<file path="src/rtl/qspi_eng_pkg.sv">
// Shared constants and types for the serial flash master engine.
// Assumes a 32-bit configuration word with the bit layout given below.
package qspi_eng_pkg;

    localparam int          CFG_W       = 32;
    localparam logic [31:0] CFG_RESET   = 32'h8000_0000;
    localparam logic [31:0] CFG_WR_MASK = 32'h8408_FC3F;

    localparam int B_FLASH  = 31;
    localparam int B_ENDIAN = 26;
    localparam int B_HOLD   = 19;
    localparam int B_GO     = 16;
    localparam int B_MSTART = 15;
    localparam int B_MCS    = 14;
    localparam int B_RDDIR  = 13;
    localparam int B_LN_HI  = 12;
    localparam int B_LN_LO  = 11;
    localparam int B_CSLVL  = 10;
    localparam int B_DIV_HI = 5;
    localparam int B_DIV_LO = 3;
    localparam int B_CPOL   = 1;
    localparam int B_MEN    = 0;

    typedef enum logic [1:0] {
        LANES_1 = 2'd0,
        LANES_2 = 2'd1,
        LANES_4 = 2'd2
    } lane_e;

    typedef struct packed {
        logic       flash;
        logic       big_end;
        logic       hold_drv;
        logic       man_start;
        logic       man_cs;
        logic       rd_dir;
        logic [1:0] lanes;
        logic       cs_level;
        logic [2:0] div;
        logic       cpol;
        logic       master_en;
    } cfg_t;

endpackage

</file>
<file path="src/rtl/qspi_cfg_regs.sv">
// Configuration and status registers.
// Holds the masked configuration word and decodes its fields. It turns a
// write of the start bit into a one-cycle pulse. Writes are discarded
// while a transfer is running. Assumes reg_addr 0 = config, 1 = status.
module qspi_cfg_regs
    import qspi_eng_pkg::*;
(
    input  logic              clk,
    input  logic              rst_n,
    input  logic              wr_en,
    input  logic              addr,
    input  logic [CFG_W-1:0]  wdata,
    input  logic              busy,
    output logic [CFG_W-1:0]  rdata,
    output cfg_t              cfg,
    output logic              start_pulse
);

    logic [CFG_W-1:0] cfg_q;
    logic             start_q;
    logic             wr_ok;

    // write accepted only to the config address while idle
    assign wr_ok = wr_en && !addr && !busy;

    // register storage and start pulse generation
    always_ff @(posedge clk) begin
        if (!rst_n) begin
            cfg_q   <= CFG_RESET;
            start_q <= 1'b0;
        end else begin
            start_q <= 1'b0;
            if (wr_ok) begin
                cfg_q   <= wdata & CFG_WR_MASK;
                start_q <= wdata[B_GO];
            end
        end
    end

    // field decode of the stored word
    always_comb begin
        cfg.flash     = cfg_q[B_FLASH];
        cfg.big_end   = cfg_q[B_ENDIAN];
        cfg.hold_drv  = cfg_q[B_HOLD];
        cfg.man_start = cfg_q[B_MSTART];
        cfg.man_cs    = cfg_q[B_MCS];
        cfg.rd_dir    = cfg_q[B_RDDIR];
        cfg.lanes     = cfg_q[B_LN_HI:B_LN_LO];
        cfg.cs_level  = cfg_q[B_CSLVL];
        cfg.div       = cfg_q[B_DIV_HI:B_DIV_LO];
        cfg.cpol      = cfg_q[B_CPOL];
        cfg.master_en = cfg_q[B_MEN];
    end

    // read multiplexer: config word or busy status
    always_comb begin
        if (!addr) rdata = cfg_q;
        else       rdata = {{(CFG_W-1){1'b0}}, busy};
    end

    assign start_pulse = start_q;

endmodule

</file>
<file path="src/rtl/qspi_sclk_div.sv">
// Half-period tick generator for the serial clock.
// While run is high it emits one tick every 2^div system clocks. The
// counter is held at zero while run is low, so the first half period
// starts on the cycle the transfer begins.
module qspi_sclk_div #(
    parameter int DIV_W = 3
) (
    input  logic             clk,
    input  logic             rst_n,
    input  logic             run,
    input  logic [DIV_W-1:0] div,
    output logic             tick
);

    localparam int CNT_W = (1 << DIV_W) - 1;

    logic [CNT_W-1:0] cnt_q;
    logic [CNT_W-1:0] lim;

    // terminal count 2^div - 1
    assign lim  = {CNT_W{1'b1}} >> (CNT_W - int'(div));
    assign tick = run && (cnt_q == lim);

    // half-period counter
    always_ff @(posedge clk) begin
        if (!rst_n)              cnt_q <= '0;
        else if (!run || tick)   cnt_q <= '0;
        else                     cnt_q <= cnt_q + 1'b1;
    end

endmodule

</file>
<file path="src/rtl/qspi_shift_core.sv">
// Word shifter for 1, 2 or 4 lanes.
// A word is loaded on go. Each tick toggles the internal phase: the
// phase 0->1 tick samples input lanes (rising sclk) and the phase 1->0
// tick advances the output lanes (falling sclk). After the last beat
// busy drops and the received word is captured.
module qspi_shift_core
    import qspi_eng_pkg::*;
#(
    parameter int WORD_W = 32
) (
    input  logic              clk,
    input  logic              rst_n,
    input  logic              go,
    input  logic              tick,
    input  lane_e             lanes,
    input  logic              recv_en,
    input  logic [WORD_W-1:0] tx_data,
    input  logic [3:0]        io_in,
    output logic              busy,
    output logic              phase,
    output logic [3:0]        tx_top,
    output logic [WORD_W-1:0] rx_data,
    output logic              rx_pulse
);

    localparam int BEAT_W = $clog2(WORD_W);

    logic              busy_q, ph_q;
    logic [BEAT_W-1:0] beat_q, last_beat;
    logic [WORD_W-1:0] sh_q, sh_nx, rx_q, rx_nx;

    // beat count and next shift values per lane width
    always_comb begin
        case (lanes)
            LANES_1: begin
                last_beat = BEAT_W'(WORD_W - 1);
                sh_nx     = {sh_q[WORD_W-2:0], 1'b0};
                rx_nx     = {rx_q[WORD_W-2:0], io_in[1]};
            end
            LANES_2: begin
                last_beat = BEAT_W'(WORD_W/2 - 1);
                sh_nx     = {sh_q[WORD_W-3:0], 2'b00};
                rx_nx     = {rx_q[WORD_W-3:0], io_in[1:0]};
            end
            default: begin
                last_beat = BEAT_W'(WORD_W/4 - 1);
                sh_nx     = {sh_q[WORD_W-5:0], 4'b0000};
                rx_nx     = {rx_q[WORD_W-5:0], io_in};
            end
        endcase
    end

    // transfer sequencing, shifting and capture
    always_ff @(posedge clk) begin
        if (!rst_n) begin
            busy_q   <= 1'b0;
            ph_q     <= 1'b0;
            beat_q   <= '0;
            sh_q     <= '0;
            rx_q     <= '0;
            rx_data  <= '0;
            rx_pulse <= 1'b0;
        end else begin
            rx_pulse <= 1'b0;
            if (go && !busy_q) begin
                busy_q <= 1'b1;
                ph_q   <= 1'b0;
                beat_q <= '0;
                sh_q   <= tx_data;
            end else if (busy_q && tick) begin
                if (!ph_q) begin
                    ph_q <= 1'b1;
                    rx_q <= rx_nx;
                end else begin
                    ph_q <= 1'b0;
                    if (beat_q == last_beat) begin
                        busy_q   <= 1'b0;
                        rx_data  <= rx_q;
                        rx_pulse <= recv_en;
                    end else begin
                        beat_q <= beat_q + 1'b1;
                        sh_q   <= sh_nx;
                    end
                end
            end
        end
    end

    assign busy   = busy_q;
    assign phase  = ph_q;
    assign tx_top = sh_q[WORD_W-1 -: 4];

endmodule

</file>
<file path="src/rtl/qspi_ctl_engine.sv">
// Serial flash master engine top level.
// Joins the register block, the clock divider and the shifter. Decides
// when a word starts, generates chip select and sclk, reverses byte order
// when asked, and maps the shifter lanes onto the four data pins.
// Assumes WORD_W is a multiple of 8 and at least 8.
module qspi_ctl_engine
    import qspi_eng_pkg::*;
#(
    parameter int WORD_W = 32,
    parameter int DIV_W  = 3
) (
    input  logic              clk,
    input  logic              rst_n,
    input  logic              reg_wr_en,
    input  logic              reg_addr,
    input  logic [CFG_W-1:0]  reg_wdata,
    output logic [CFG_W-1:0]  reg_rdata,
    input  logic [WORD_W-1:0] tx_word,
    input  logic              tx_valid,
    output logic              tx_ready,
    output logic [WORD_W-1:0] rx_word,
    output logic              rx_valid,
    output logic              sclk,
    output logic              cs_n,
    output logic [3:0]        io_oe,
    output logic [3:0]        io_out,
    input  logic [3:0]        io_in
);

    localparam int NBYTES = WORD_W / 8;

    cfg_t              cfg;
    logic              start_pulse, busy, phase, tick, go, recv_en;
    lane_e             eff_lanes;
    logic [3:0]        tx_top;
    logic [WORD_W-1:0] tx_sw, tx_load, rx_raw, rx_sw;

    qspi_cfg_regs u_regs (
        .clk         (clk),
        .rst_n       (rst_n),
        .wr_en       (reg_wr_en),
        .addr        (reg_addr),
        .wdata       (reg_wdata),
        .busy        (busy),
        .rdata       (reg_rdata),
        .cfg         (cfg),
        .start_pulse (start_pulse)
    );

    qspi_sclk_div #(.DIV_W(DIV_W)) u_div (
        .clk   (clk),
        .rst_n (rst_n),
        .run   (busy),
        .div   (cfg.div[DIV_W-1:0]),
        .tick  (tick)
    );

    // byte reversal network for both word directions
    for (genvar b = 0; b < NBYTES; b++) begin : g_swap
        assign tx_sw[b*8 +: 8] = tx_word[(NBYTES-1-b)*8 +: 8];
        assign rx_sw[b*8 +: 8] = rx_raw[(NBYTES-1-b)*8 +: 8];
    end

    assign tx_load = cfg.big_end ? tx_sw : tx_word;
    assign rx_word = cfg.big_end ? rx_sw : rx_raw;

    // effective lane count: legacy mode forces a single lane
    always_comb begin
        if (!cfg.flash)            eff_lanes = LANES_1;
        else if (cfg.lanes == 2'd0) eff_lanes = LANES_1;
        else if (cfg.lanes == 2'd1) eff_lanes = LANES_2;
        else                        eff_lanes = LANES_4;
    end

    assign recv_en  = (eff_lanes == LANES_1) || cfg.rd_dir;
    assign tx_ready = !busy && cfg.master_en && (!cfg.man_start || start_pulse);
    assign go       = tx_valid && tx_ready;

    qspi_shift_core #(.WORD_W(WORD_W)) u_shift (
        .clk      (clk),
        .rst_n    (rst_n),
        .go       (go),
        .tick     (tick),
        .lanes    (eff_lanes),
        .recv_en  (recv_en),
        .tx_data  (tx_load),
        .io_in    (io_in),
        .busy     (busy),
        .phase    (phase),
        .tx_top   (tx_top),
        .rx_data  (rx_raw),
        .rx_pulse (rx_valid)
    );

    // serial clock and chip select
    assign sclk = busy ? phase : cfg.cpol;
    assign cs_n = cfg.man_cs ? cfg.cs_level : !busy;

    // data pin direction and value per lane mode
    always_comb begin
        io_oe  = 4'b0000;
        io_out = 4'b0000;
        case (eff_lanes)
            LANES_1: begin
                io_oe[0]  = busy;
                io_out[0] = busy & tx_top[3];
            end
            LANES_2: begin
                io_oe[1:0]  = {2{busy & !cfg.rd_dir}};
                io_out[1:0] = busy ? tx_top[3:2] : 2'b00;
            end
            default: begin
                io_oe  = {4{busy & !cfg.rd_dir}};
                io_out = busy ? tx_top : 4'b0000;
            end
        endcase
        if (eff_lanes != LANES_4) begin
            io_oe[3:2]  = {2{cfg.flash & cfg.hold_drv}};
            io_out[3:2] = {2{cfg.flash & cfg.hold_drv}};
        end
    end

endmodule

</file>
<file path="config.mk">
export PLATFORM = sky130hd
export DESIGN_NAME = qspi_ctl_engine
export DESIGN_NICKNAME = d
export VERILOG_FILES = /design/src/rtl/qspi_eng_pkg.sv /design/src/rtl/qspi_cfg_regs.sv /design/src/rtl/qspi_sclk_div.sv /design/src/rtl/qspi_shift_core.sv /design/src/rtl/qspi_ctl_engine.sv
export SDC_FILE = /design/constraint.sdc
export NUM_CORES = 1
export LEC_CHECK = 0
export BUFFER_PORTS_ARGS = -buffer_cell sky130_fd_sc_hd__buf_2
export CAP_MARGIN = 20
export CORE_UTILIZATION = 45
export CTS_CLUSTER_SIZE = 10
export DETAILED_ROUTE_END_ITERATION = 10
export HOLD_SLACK_MARGIN = 0.15
export PLACE_DENSITY = 0.7
export SKIP_LAST_GASP = 1
export SLEW_MARGIN = 20
export SYNTH_ARGS = -nofsm -noshare
export SYNTH_HDL_FRONTEND = slang
export SYNTH_SLANG_ARGS = --single-unit
</file>
<file path="constraint.sdc">
create_clock -name clk -period 2.2 [get_ports clk]
set_clock_uncertainty 0.05 [all_clocks]
set_input_delay 0.22 -clock clk [delete_from_list [all_inputs] [get_ports clk]]
set_output_delay 0.22 -clock clk [all_outputs]
set_load 0.02 [all_outputs]
</file>
==> summary.md <==
| Metric | Value |
|---|---|
| Total clock sinks | 127 |
| Slew of the pin with the lowest slew margin | 620.5 ps |
| Worst Setup Start Kind | flop |
| RSZ-0062 raised after global routing | yes |
| Post-synthesis to final-layout area growth | 27.93% |
| Library cells used by synthesis | 58 |
| Yosys warning count | 0 |
| Post-layout nets | 1,075 |
| Critical path fanouts, max | 8 |
| Fraction of layout instances using a drive strength above 1 | 31.32% |
| Dominant register cell in the synthesized netlist | sky130_fd_sc_hd__dfxtp_1 |
| Worst setup path class | reg -> reg |
| Post-Route Utilization | 59.76% |
| Width of the chip | 128.6 µm |
| Input/output buffers | 115 |
| Most common cell after layout, fill and taps aside | sky130_fd_sc_hd__dfxtp_1 |
| # setup viols final | 0 |
| Final-layout worst hold slack | 232.4 ps |
| Type of element capturing the critical path | flop |
| Sequential share of the synthesized area | 35.28% |
| DRC viols | 0 |
| Standard-cell row count | 45 |
| Number of antenna violations at the first check in global routing | 0 |
| Syn Std Cell Area | 0.007207 mm² |
| Min cycle time layout | 2141 ps |
| Final Hold Violating Endpoints | 0 |
| Vertical extent of the die | 128.6 µm |
| Gr ovfl total | 0 |
| Cell type of the slowest stage on the worst timing path | sky130_fd_sc_hd__or4_4 |
| CTS buffer count | 17 |
| Average cell area after synthesis | 8.208 µm² |
| Clock edge transition at the registers on the reported setup and hold paths | 50 ps |
| Placeable core region | 0.01543 mm² |
| Effective utilization at floorplan | 46.72% |
| Largest net degree at the start of global routing | 72 |
| Final critical-path share of the clock period | 97.34% |
| Via density per instance | 5.884 |
| Cells after synthesis | 878 |
| Number of register bits inferred by synthesis | 127 |
| Commonest cells after routing, fill and taps aside | sky130_fd_sc_hd__dfxtp_1 (125), sky130_fd_sc_hd__buf_2 (115), sky130_fd_sc_hd__a21oi_1 (105), sky130_fd_sc_hd__nor2_1 (77), sky130_fd_sc_hd__nand2_1 (77) |
| FFs w/ async S/R, synth | 0% |
| Highest clock rate | 467.0 MHz |
| Number of synthesized flops with an enable pin | 0 |
| Initial drt markers | 766 |
| I/O pins | 149 |
| Diodes inserted | 0 |
| HP Class | in -> reg |
| Required time at the worst-slack endpoint | 2500 ps |
| Headroom to the max-slew limit | 58.64% |
| First-pass GRT wire length | 31.08 mm |
| Hpwl dp | 12.16 mm |
| Remaining antenna violation count | 0 |
| Vias post-DR | 7,196 |
| Final GP Congestion | 0.8208 |
| Worst-skew pair later-pin latency | 420 ps |
| CTS tree | yes |
| Final Slew Violations | 0 |
| Area of the die | 0.01653 mm² |
| Root buffer cell | sky130_fd_sc_hd__clkbuf_16 |
| Total power density per cell area | 645.7 mW/mm² |
| Crit path buffers/inverters | 1 |
| Max IR drop VDD | 0.6301 mV |
| Dpl ws | -2.732 ps |
| CP delay by family, top | simple AND/OR/NAND/NOR gates |
| H-tree level count | 4 |
| Standby leakage power | 3.483 nW |
| First-pass iteration count of the detailed router | 5 |
| Deepest clock path buffer count | 2 |
| Total Routing Usage GR | 23.70% |
| Wirelength, routed | 20.78 mm |
| Setup slack after layout | 58.55 ps |
| Critical path cell sequence | or4_4 > nand3_4 > nand4_4 > or2_4 > buf_4 > or3_1 > a21oi_1 |
| WL/cell | 16.99 µm |
| Arr. time, crit path | 2440 ps |
| Via count of the first global-routing pass | 6,120 |
| Max Cap Viol | 0 |
| Status | completed |
| Largest stage delay on the critical path | 550 ps |
-- cell families after synthesis --
group | count (synthesis) | synth area share, %
AO/OA/AOI/OAI | 320 | 29.93
AND/OR/NAND/NOR | 244 | 15.38
flip-flops | 127 | 35.28
buffers and inverters | 108 | 7.517
multiplexers | 68 | 10.52
XOR/XNOR | 8 | 0.9721
adder cells (fa/ha/maj) | 2 | 0.3472
other | 1 | 0.05203
-- metal layers --
metal | GRT usage [%] | part of all wire, % | vias up
met2 | 38.22 | 47 | 302
met5 | 0 | 0 | -
li1 | - | - | 3446
met4 | 9.896 | 1.8 | 0
met3 | 3.493 | 6.1 | 28
met1 | 31.66 | 45 | 3420
-- worst min-delay path: cells and delay by family --
kind | cells | cell delay (ps)
buffers and inverters | 1 | 90
and+or+nand+nor | 1 | 170
AOI/OAI and AO/OA | 1 | 110
muxes | 1 | 80
-- Yosys cell counts, types with 5 or more instances --
library cell / n / area, µm²
sky130_fd_sc_hd__mux2i_1: 6 / 60.06
sky130_fd_sc_hd__a21oi_1: 106 / 530.5
sky130_fd_sc_hd__inv_1: 5 / 18.77
sky130_fd_sc_hd__dfxtp_1: 127 / 2542
sky130_fd_sc_hd__nand3_1: 43 / 215.2
sky130_fd_sc_hd__a221oi_1: 8 / 70.07
sky130_fd_sc_hd__a211oi_1: 33 / 247.7
sky130_fd_sc_hd__mux2_2: 62 / 698.2
sky130_fd_sc_hd__a22o_1: 32 / 280.3
sky130_fd_sc_hd__a221oi_2: 20 / 300.3
sky130_fd_sc_hd__buf_4: 21 / 157.7
sky130_fd_sc_hd__nand2_1: 77 / 289.0
sky130_fd_sc_hd__a21boi_0: 5 / 37.54
sky130_fd_sc_hd__clkbuf_1: 61 / 229.0
sky130_fd_sc_hd__o21ai_0: 65 / 325.3
sky130_fd_sc_hd__buf_2: 15 / 75.07
sky130_fd_sc_hd__o22ai_1: 32 / 200.2
sky130_fd_sc_hd__nor3_1: 5 / 25.02
sky130_fd_sc_hd__nor2b_1: 13 / 81.33
sky130_fd_sc_hd__nor2_1: 78 / 292.8
-- cell type report --
| class | count | area [µm²] |
|---|---|---|
| Multi-Input combinational cell | 660 | 4380 |
| Clock inverter | 6 | 82.58 |
| Clock buffer | 25 | 485.5 |
| Inverter | 5 | 18.77 |
| Fill cell | 1367 | 6207 |
| Timing Repair Buffer | 189 | 1444 |
| Sequential cell | 127 | 2545 |
| Tap cell | 211 | 264.0 |
-- power breakdown --
part	leakage, nW	switching (W)	total [W]	internal, W
combinational	2.18	0.000468	0.000807	0.000339
sequential	1.03	0.0000630	0.00242	0.00235
clock	0.277	0.000985	0.00273	0.00174
-- stage by stage --
| stage | power [W] | instance area (µm²) | TNS [ps] | std cells |
|---|---|---|---|---|
| 2_1_floorplan | 0.002962 | 7267 | 0 | 894 |
| 3_3_place_gp | 0.003136 | 7990 | 0 | 1154 |
| 3_5_place_dp | 0.003146 | 7990 | -3.507 | 1154 |
| 4_1_cts | 0.005916 | 8848 | -110.8 | 1209 |
| 5_1_grt | 0.006166 | 9220 | -1200 | 1223 |
| 6_report | 0.005953 | 9220 | 0 | 1223 |
-- path summary, 6_finish.rpt --
kind | from | endpoint | slack, ps | cells after the start
worst max-delay path | u_regs.cfg_q[3]$_SDFFE_PN0P_ | u_shift.beat_q[0]$_SDFFE_PP0P_ | 60 | 7
worst min-delay path | tx_word[0] | u_shift.sh_q[0]$_SDFFE_PN0P_ | 230 | 4
worst max register to register | u_regs.cfg_q[3]$_SDFFE_PN0P_ | u_shift.beat_q[0]$_SDFFE_PP0P_ | 60 | 7
worst min register to register | u_regs.cfg_q[2]$_SDFFE_PN0P_ | u_regs.cfg_q[2]$_SDFFE_PN0P_ | 400 | 2
-- sequential cells by signal, indices dropped and copies added (netlist names), 5 cells and up --
signal,count
u_shift.rx_q,32
u_shift.beat_q,5
u_shift.rx_data,32
u_regs.cfg_q,15
u_shift.sh_q,32
u_div.cnt_q,7
-- repair_timing --
item / 4_1_cts / 5_1_grt
setup buffers: 0 / 8
endpoints found under the setup margin: 25 / 104
hold endpoints to repair: 20 / 0
gates resized for setup: 6 / 36
pin swaps: 1 / 6
hold buffers: 23 / 0
gates cloned: 1 / 6
Power figures use the tool's default switching activity.
